--- src/rtl/cd_pkg.sv ---
package cd_pkg;
  localparam int OPC_W = 4;
  localparam int ALU_W = 4;

  typedef enum logic [OPC_W-1:0] {
    OPC_LW   = 4'b0000,
    OPC_SW   = 4'b0001,
    OPC_ADD  = 4'b0010,
    OPC_SUB  = 4'b0011,
    OPC_AND  = 4'b0100,
    OPC_OR   = 4'b0101,
    OPC_BEQ  = 4'b0111,
    OPC_JMP  = 4'b1000,
    OPC_NAND = 4'b1001,
    OPC_HALT = 4'b1111
  } opcode_e;

  // one-hot class indices
  localparam int C_LW   = 0;
  localparam int C_SW   = 1;
  localparam int C_ADD  = 2;
  localparam int C_SUB  = 3;
  localparam int C_AND  = 4;
  localparam int C_OR   = 5;
  localparam int C_BEQ  = 6;
  localparam int C_JMP  = 7;
  localparam int C_NAND = 8;
  localparam int C_HALT = 9;
  localparam int NCLS   = 10;
  localparam int NDEF   = NCLS - 1;

  typedef enum logic [1:0] {
    ALU_AND = 2'b00,
    ALU_OR  = 2'b01,
    ALU_ADD = 2'b10
  } alu_op_e;

  typedef struct packed {
    logic    inv_a;
    logic    neg_b;
    alu_op_e op;
  } alu_ctl_t;

  function automatic logic [OPC_W-1:0] class_code(input int idx);
    case (idx)
      C_LW:    class_code = OPC_LW;
      C_SW:    class_code = OPC_SW;
      C_ADD:   class_code = OPC_ADD;
      C_SUB:   class_code = OPC_SUB;
      C_AND:   class_code = OPC_AND;
      C_OR:    class_code = OPC_OR;
      C_BEQ:   class_code = OPC_BEQ;
      C_JMP:   class_code = OPC_JMP;
      C_NAND:  class_code = OPC_NAND;
      default: class_code = OPC_HALT;
    endcase
  endfunction
endpackage

--- src/rtl/cd_opc_class.sv ---
module cd_opc_class
  import cd_pkg::*;
(
  input  logic [OPC_W-1:0] opcode_i,
  output logic [NCLS-1:0]  cls_o
);
  logic [NDEF-1:0] hit;

  for (genvar g = 0; g < NDEF; g++) begin : g_match
    assign hit[g] = (opcode_i == class_code(g));
  end

  // explicit halt and every unassigned code land in the halt class
  assign cls_o = {~|hit, hit};

  always_comb begin
    AST_CLASS_ONEHOT: assert ($onehot(cls_o));
  end
endmodule

--- src/rtl/cd_alu_enc.sv ---
module cd_alu_enc
  import cd_pkg::*;
(
  input  logic [NCLS-1:0] cls_i,
  output alu_ctl_t        alu_o
);
  logic use_add, use_or;

  always_comb begin
    use_add     = cls_i[C_LW] | cls_i[C_SW] | cls_i[C_ADD] | cls_i[C_SUB] | cls_i[C_BEQ];
    // NAND via De Morgan: ~a | ~b; negate-B carry-in is unused by OR
    use_or      = cls_i[C_OR] | cls_i[C_NAND];
    alu_o.inv_a = cls_i[C_NAND];
    alu_o.neg_b = cls_i[C_SUB] | cls_i[C_BEQ] | cls_i[C_NAND];
    alu_o.op    = use_add ? ALU_ADD : (use_or ? ALU_OR : ALU_AND);
  end

  always_comb begin
    AST_INV_A_NEEDS_OR: assert (!alu_o.inv_a || alu_o.op == ALU_OR);
  end
endmodule

--- src/rtl/cd_ctl_enc.sv ---
module cd_ctl_enc
  import cd_pkg::*;
(
  input  logic [NCLS-1:0] cls_i,
  output logic            reg_wr_o,
  output logic            mem_st_o,
  output logic            mem_sel_o,
  output logic            branch_o,
  output logic            jump_o,
  output logic            halt_o
);
  always_comb begin
    reg_wr_o  = cls_i[C_LW] | cls_i[C_ADD] | cls_i[C_SUB] |
                cls_i[C_AND] | cls_i[C_OR] | cls_i[C_NAND];
    mem_st_o  = cls_i[C_SW];
    mem_sel_o = cls_i[C_LW] | cls_i[C_SW];
    branch_o  = cls_i[C_BEQ];
    jump_o    = cls_i[C_JMP];
    halt_o    = cls_i[C_HALT];
  end
endmodule

--- src/rtl/ctrl_decoder.sv ---
module ctrl_decoder
  import cd_pkg::*;
(
  input  logic [3:0] opcode_i,
  output logic       reg_wr_o,
  output logic [3:0] alu_ctl_o,
  output logic       mem_st_o,
  output logic       mem_sel_o,
  output logic       branch_o,
  output logic       jump_o,
  output logic       halt_o
);
  logic [NCLS-1:0] cls;
  alu_ctl_t        alu;

  cd_opc_class i_class (.opcode_i(opcode_i), .cls_o(cls));
  cd_alu_enc   i_alu   (.cls_i(cls), .alu_o(alu));
  cd_ctl_enc   i_ctl   (.cls_i(cls), .reg_wr_o(reg_wr_o), .mem_st_o(mem_st_o),
                        .mem_sel_o(mem_sel_o), .branch_o(branch_o),
                        .jump_o(jump_o), .halt_o(halt_o));

  assign alu_ctl_o = alu;

  always_comb begin
    AST_HALT_QUIET: assert (!halt_o || (alu_ctl_o == 4'b0 && !reg_wr_o && !mem_st_o
                            && !mem_sel_o && !branch_o && !jump_o));
    AST_FLOW_EXCL:  assert ($onehot0({branch_o, jump_o, halt_o}));
    AST_STORE_NO_WR: assert (!(mem_st_o && reg_wr_o));
    AST_MEMSEL_MEMOP: assert (!mem_sel_o || opcode_i[3:1] == 3'b000);
    AST_BRANCH_SUBTRACTS: assert (!branch_o || alu_ctl_o == 4'b0110);
    AST_JUMP_NO_WRITE: assert (!jump_o || (!reg_wr_o && !mem_st_o));
  end
endmodule

--- config.mk ---
export PLATFORM = sky130hd
export DESIGN_NAME = ctrl_decoder
export DESIGN_NICKNAME = d
export VERILOG_FILES = /design/src/rtl/cd_pkg.sv /design/src/rtl/cd_opc_class.sv /design/src/rtl/cd_alu_enc.sv /design/src/rtl/cd_ctl_enc.sv /design/src/rtl/ctrl_decoder.sv
export SDC_FILE = /design/constraint.sdc
export NUM_CORES = 1
export LEC_CHECK = 0
export ABC_AREA = 0
export BUFFER_PORTS_ARGS = -buffer_cell sky130_fd_sc_hd__clkbuf_2
export CORE_AREA = 2 2 39 41
export DETAILED_ROUTE_END_ITERATION = 12
export DIE_AREA = 0 0 41 43
export PLACE_DENSITY = 0.33
export SYNTH_ARGS = -nofsm -noshare
export SYNTH_HDL_FRONTEND = slang
export SYNTH_HIERARCHICAL = 1
export SYNTH_SLANG_ARGS = --single-unit
--- constraint.sdc ---
create_clock -name vclk -period 1.4
set_input_delay 0.28 -clock vclk [all_inputs]
set_output_delay 0.28 -clock vclk [all_outputs]
set_load 0.02 [all_outputs]
* Word-level counts from Yosys, hierarchy flattened *
Index checks and enable logic that the tools add are counted.

operators by class
  muxes and demuxes = 2
  reduce and logical (&&, ||, !) cells = 3
  bitwise operators = 12
  equal/unequal tests = 8

operators by type and width
  operator                                       number
  == test 4 x 3 -> 1 bit, second input constant  3
  OR 1 bit                                       12
  OR reduction 9 bit                             1
  == test 4 x 2 -> 1 bit, second input constant  2
  == test 4 bit, second input constant           2
  == test 4 x 1 -> 1 bit, second input constant  1
  zero test 4 bit                                1
  2-to-1 mux 2 bit                               1
  zero test 1 bit                                1
  2-to-1 mux 1 bit                               1

word-level totals
  input port bits = 4
  bits in registers = 0

* Longest topological paths before layout *
Gate-level depths: netlist (run 1).

  depth after elaboration = 6
  depth in mapped cells = 5
  mapped depth without buffers = 4

* Modules after synthesis *
Netlist (run 1), hierarchy kept.

by module, submodules not included
  module        instances  area an instance (µm²)  cells an instance  seq. area each (µm²)
  cd_opc_class  1          85.1                    16                 0.0
  cd_alu_enc    1          51.3                    8                  0.0
  cd_ctl_enc    1          50.0                    8                  0.0

* Worst setup path before layout (run 1) *
OpenSTA, ideal clock, no wires.

  path kind = input port to output port
  start = input opcode_i[0]
  end = output alu_ctl_o[0]
  stages on the path = 3
  arrival time = 1.023 ns
  setup slack = 0.097 ns
  cells stage by stage = nor4_1 > nor3_2 > and3b_1

on the way
  word-level cells in the longest chain between the ends = 6
  elaborated cells on any way between the ends = 14
  those cells by class = 6 x eq/ne; 2 x mux; 5 x bitwise; 1 x reduce/logical

ends and longest elaborated chain
  element                                                           RTL line            RTL
  start: declaration                                                ctrl_decoder.sv:4   input logic [3:0] opcode_i,
  == test 4 x 1 -> 1 bit / zero test 4 bit (equally long branches)  cd_opc_class.sv:10  assign hit[g] = (opcode_i == class_code(g));
  OR 1 bit (4 in a row)                                             cd_alu_enc.sv:10    use_add = cls_i[C_LW] | cls_i[C_SW] | cls_i[C_ADD] | cls_i[C_SUB] | cls_i[C_BEQ];
  2-to-1 mux 2 bit (*)                                              cd_alu_enc.sv:15    alu_o.op = use_add ? ALU_ADD : (use_or ? ALU_OR : ALU_AND);
  end: declaration                                                  ctrl_decoder.sv:6   output logic [3:0] alu_ctl_o,

Mark *: on every way between the ends. The rest lies on a longest branch, timed or not.

* Worst setup path in the final report (run 1) *
  start = input opcode_i[3]
  end = output alu_ctl_o[0]

on the way
  elaborated cells on any way between the ends = 14
  those cells by class = 6 x eq/ne; 2 x mux; 5 x bitwise; 1 x reduce/logical

RTL lines
  element                 RTL line            RTL
  == test 4 x 2 -> 1 bit  cd_opc_class.sv:10
  via cls[3]              ctrl_decoder.sv:13  logic [NCLS-1:0] cls;
  OR 1 bit (2 in a row)   cd_alu_enc.sv:10
  2-to-1 mux 2 bit        cd_alu_enc.sv:15

The timed path passes the listed nets, and every way through them passes these cells.

==> results.txt, run 1 <==
Syn_area_per_cell - 5.83 µm²
Max Cap Viol - 0
P_sw - 75.1 µW
Post-DRT Antenna Nets - 0
Synth warn - 6
Setup CP Type - in2out
Status - finished, violations left
Final Setup Violations - 3
Area contributors post-synth - buf_4 (24%), nor2_1 (12%), nor3_1 (11%), nand2b_1 (10%), nand2_1 (8.1%)
HP Class - in2out
Global-route wire length before repair - 1050 µm
Top-Level Pins - 14
Nets@finish - 61
Sw Share - 0.457
WL/cell - 9.90 µm
Crit path buf inv count - 3
Die width - 41 µm
Post-Route WL - 703 µm
Area after DPL - 307 µm²
Drt drc - 0
Max_slew headroom - 0.790
Largest area contributor in the netlist - buf_4
Final Wtd Congestion - 0.661
Max-slew violations - 0
Max VDD drop - 0.000115 V
Maximum number of pins on one net before global-route repair - 9
Initial antenna violation count - 0
Seq/Total Area, Yosys - 0
Library cells used by synthesis - 13
Total GRT Usage - 0.0780
Worst Setup End Kind - primary output
Final worst slack - -0.0962 ns
Slowest CP cell - nor3_2
Core area - 0.00138 mm²
Unrepaired setup endpoints after global routing - true
Grt total ovfl - 0
Max FO, Critical Path - 6
Row count - 14
DR iter-0 viols - 2
Diodes inserted - 0
Hold Vio Cnt, Final - 0
Post-synth top area share - 0.242
CP arrival - 1.22 ns
Layout Cell Area excl Fill - 536 µm²
Clock group share of total power - 0
Most common cell after layout, fill and taps aside - buf_4
CLK BUF - 0
Worst slew pin tran - 0.313 ns
Dpl hpwl - 450 µm
Final core occ - 0.387
CTS Hold Bufs - 0
Initial Utilization - 0.135
Commonest cells after routing, fill and taps aside - buf_4 (15), clkbuf_8 (5), nor2_1 (4)
Sequential cell fraction of total power - 0
Post-Syn Area - 186 µm²
Worst path cell trace - clkbuf_16 -> buf_4 -> nor3_2 -> nor2_1 -> and3b_1 -> clkbuf_8
Leak - 0.000271 µW
DIE AREA - 0.00176 mm²
Final TNS setup - -0.189 ns
Data required, critical path - 1.12 ns
Fmax - 668 MHz
Final Cycle Share - 1.07
CP delay by family, top - simple AND/OR/NAND/NOR gates
Comb pwr share - 1.000
Area delta synth->final - 187%
Layout cell share with drive strength beyond 1 - 0.764
Chip Height - 43 µm
Routed vias/inst - 4.17
FF/Latch Area - 0 µm²
Cell Pwr Density - 307 mW/mm²
Routed vias - 296
PortBufs - 14
Cells after Synth - 32
Syn nets - 36
Minimum clock period - 1.50 ns
Vias in the first global route - 283
Design internal power - 89.3 µW
Iteration count of the initial detailed-routing pass - 2
Startpoint class of the critical path - primary input
Sequential cells - 0
Slowest stage delay, CP - 0.24 ns
Failing checks - negative setup slack
power by group through the flow:
stage | clock [µW] | combinational (µW) | sequential (µW)
floorplan | 0 | 58.6 | 0
global placement | 0 | 96.0 | 0
detailed placement | 0 | 95.3 | 0
CTS | 0 | 152 | 0
global route | 0 | 176 | 0
finish | 0 | 164 | 0
cell usage after synthesis, drive strengths merged:
library cell,instances
and3b,1
or2,1
nor4b,1
nor2,6
nand2b,3
o21ai,1
nand3b,1
or3,1
nor4,2
nand2,4
buf,6
nor3,5
path summary, 6_finish.rpt:
path / startpoint / end / slack (ns) / cells past startpoint
worst max-delay path: opcode_i[3] / alu_ctl_o[0] / -0.1 / 6
worst min-delay path: opcode_i[1] / jump_o / 0.94 / 4
layout make-up:
cell class	count	area (µm²)
repair buffers	29	275
fillers	153	848
well taps	16	20.0
multi-input cells	26	240
timing repair:
| item | in CTS | in global routing |
|---|---|---|
| setup endpoints to repair | 7 | 6 |
| gates resized for setup | 30 | 12 |
| pin swaps | 8 | 4 |
| setup buffers | 5 | 1 |
metal layers:
layer | track usage | share of wire | vias to the layer above
li1 | - | - | 152
met1 | 0.114 | 0.48 | 135
met2 | 0.131 | 0.48 | 9
met3 | 0 | 0.040 | 0
met4 | 0 | 0 | 0
met5 | 0 | 0 | -
kinds of logic after synthesis:
group	Yosys count	share of synthesized area
AOI/OAI and AO/OA	1	0.0268
and+or+nand+nor	25	0.732
buffers and inverters	6	0.242
stage by stage:
stage / hold WS [ns] / total power (µW) / std cells / setup slack, ns
after floorplan: 0.729 / 58.6 / 32 / 0.0970
after global placement: 0.974 / 96.0 / 66 / -0.198
after detailed placement: 0.975 / 95.3 / 66 / -0.176
after CTS: 0.975 / 152 / 70 / -0.105
after global routing: 0.970 / 176 / 71 / -0.146
final: 0.940 / 164 / 71 / -0.0962
tightest hold or removal path: stages:
cell	delay, ns
buf_8	0.09
buf_4	0.11
nor3_1	0.04
clkbuf_2	0.14
Power figures use the tool's default switching activity.
==> run 2, diff against run 1 <==
--- a/config.mk
+++ b/config.mk
@@ -11,6 +11,7 @@
 export DETAILED_ROUTE_END_ITERATION = 12
 export DIE_AREA = 0 0 41 43
 export PLACE_DENSITY = 0.33
+export REMOVE_ABC_BUFFERS = 1
 export SYNTH_ARGS = -nofsm -noshare
 export SYNTH_HDL_FRONTEND = slang
 export SYNTH_HIERARCHICAL = 1
==> results.txt, run 2 (synthesized netlist as in run 1, its figures left out) <==
Status - finished, violations left (unchanged)
Failing checks - negative setup slack (unchanged)
Maximum number of pins on one net before global-route repair - 8 (was 9)
Area delta synth->final - 160% (was 187%)
Most used routing layer - met2 (unchanged)
Setup CP Type - in2out (unchanged)
Final worst slack - -0.0942 ns (was -0.0962 ns)
Most common cell after layout, fill and taps aside - buf_4 (unchanged)
Top-Level Pins - 14 (unchanged)
Final hold slack - 0.959 ns (was 0.940 ns)
Comb pwr share - 1.000 (about the same)
Hold Vio Cnt, Final - 0 (unchanged)
Final Wtd Congestion - 0.733 (was 0.661)
Sw Share - 0.459 (was 0.457)
Minimum clock period - 1.49 ns (was 1.50 ns)
Layout cell share with drive strength beyond 1 - 0.712 (was 0.764)
Iteration count of the initial detailed-routing pass - 4 (was 2)
Max Cap Viol - 0 (unchanged)
Sequential cell fraction of total power - 0 (about the same)
Routed vias - 283 (was 296)
Final Cycle Share - 1.07 (about the same)
Final TNS setup - -0.0954 ns (was -0.189 ns)
Max-slew violations - 0 (unchanged)
DP Cell Count - 66 (unchanged)
Row count - 14 (unchanged)
Initial antenna violation count - 0 (unchanged)
Fill count - 150 (was 153)
P_sw - 66.8 µW (was 75.1 µW)
Clock group share of total power - 0 (about the same)
Worst Setup End Kind - primary output (unchanged)
FF/Latch Area - 0 µm² (unchanged)
CLK BUF - 0 (unchanged)
Non-filler cells, final - 68 (was 71)
Max FO, Critical Path - 6 (unchanged)
Worst slew pin tran - 0.234 ns (was 0.313 ns)
Post-Place Worst Slack - -0.170 ns (was -0.176 ns)
Core area - 0.00138 mm² (unchanged)
Grt total ovfl - 0 (unchanged)
Design internal power - 78.9 µW (was 89.3 µW)
DIE AREA - 0.00176 mm² (unchanged)
DR iter-0 viols - 4 (was 2)
Max_slew headroom - 0.843 (was 0.790)
Sequential cells - 0 (unchanged)
WL/cell - 8.93 µm (was 9.90 µm)
Data required, critical path - 1.12 ns (about the same)
Initial Utilization - 0.135 (unchanged)
Vias in the first global route - 252 (was 283)
CTS Hold Bufs - 0 (unchanged)
GR Util met1 - 0.0825 (was 0.114)
Startpoint class of the critical path - primary input (unchanged)
Leak - 0.000250 µW (was 0.000271 µW)
Routed vias/inst - 4.16 (was 4.17)
Nets@finish - 58 (was 61)
PortBufs - 14 (unchanged)
Cell Pwr Density - 300 mW/mm² (was 307 mW/mm²)
M3 GR Usage - 0 (unchanged)
Dpl hpwl - 435 µm (was 450 µm)
HP Class - in2out (unchanged)
Fmax - 669 MHz (was 668 MHz)
Diodes inserted - 0 (unchanged)
Die width - 41 µm (unchanged)
GR Util met2 - 0.144 (was 0.131)
Post-DRT Antenna Nets - 0 (unchanged)
Unrepaired setup endpoints after global routing - true (unchanged)
Chip Height - 43 µm (unchanged)
Total power - 146 µW (was 164 µW)
Global-route wire length before repair - 952 µm (was 1050 µm)
Max VDD drop - 0.0000770 V (was 0.000115 V)
Drt drc - 0 (unchanged)
Commonest cells after routing, fill and taps aside - buf_4 (13), nor2_1 (5), nand2_1 (4), clkbuf_8 (4) (was buf_4 (15), clkbuf_8 (5), nor2_1 (4))
Post-Route WL - 607 µm (was 703 µm)
CP arrival - 1.21 ns (was 1.22 ns)
Total GRT Usage - 0.0720 (was 0.0780)
Final Setup Violations - 2 (was 3)
==> run 2: critical path, stage by stage <==
cell,delay (ns)
clkbuf_16,0.13
nand2b_4,0.15
buf_6,0.12
nor2_4,0.11
nor2_1,0.06
and3b_1,0.22
clkbuf_8,0.14
==> run 2: cell type report <==
type               count  area [µm²]  area share
repair buffers        26         250       0.515
multi-input cells     26         215       0.443
well taps             16        20.0      0.0412
==> run 2: per-stage QoR <==
step / area, µm² / util
after floorplan: 141 / -
after global placement: 307 / 0.222
after detailed placement: 307 / 0.222
after CTS: 472 / 0.341
after global routing: 485 / 0.351
final: 485 / 0.351
==> run 2: what timing repair did <==
item                                    CTS  global route
gates resized for setup                  26             8
setup buffers                             2             0
pin swaps                                 7             0
endpoints found under the setup margin    6             7
cloned                                    0             0
==> run 2: routing by layer <==
layer	part of all wire	vias up	wire length (µm)
met4	0	0	0
met5	0	-	0
met2	0.58	3	354
met1	0.39	133	234
li1	-	147	-
met3	0.028	0	17
==> run 2: path summary, 6_finish.rpt <==
| path | startpoint | end | cells after the start |
|---|---|---|---|
| max | opcode_i[1] | alu_ctl_o[0] | 7 |
| min | opcode_i[3] | halt_o | 4 |
==> run 2: power by group through the flow <==
stage / clock (µW) / combinational [µW] / sequential [µW]
6_report: 0 / 146 / 0
5_1_grt: 0 / 154 / 0
4_1_cts: 0 / 141 / 0
3_5_place_dp: 0 / 94.4 / 0
3_3_place_gp: 0 / 94.4 / 0
2_1_floorplan: 0 / 47.2 / 0
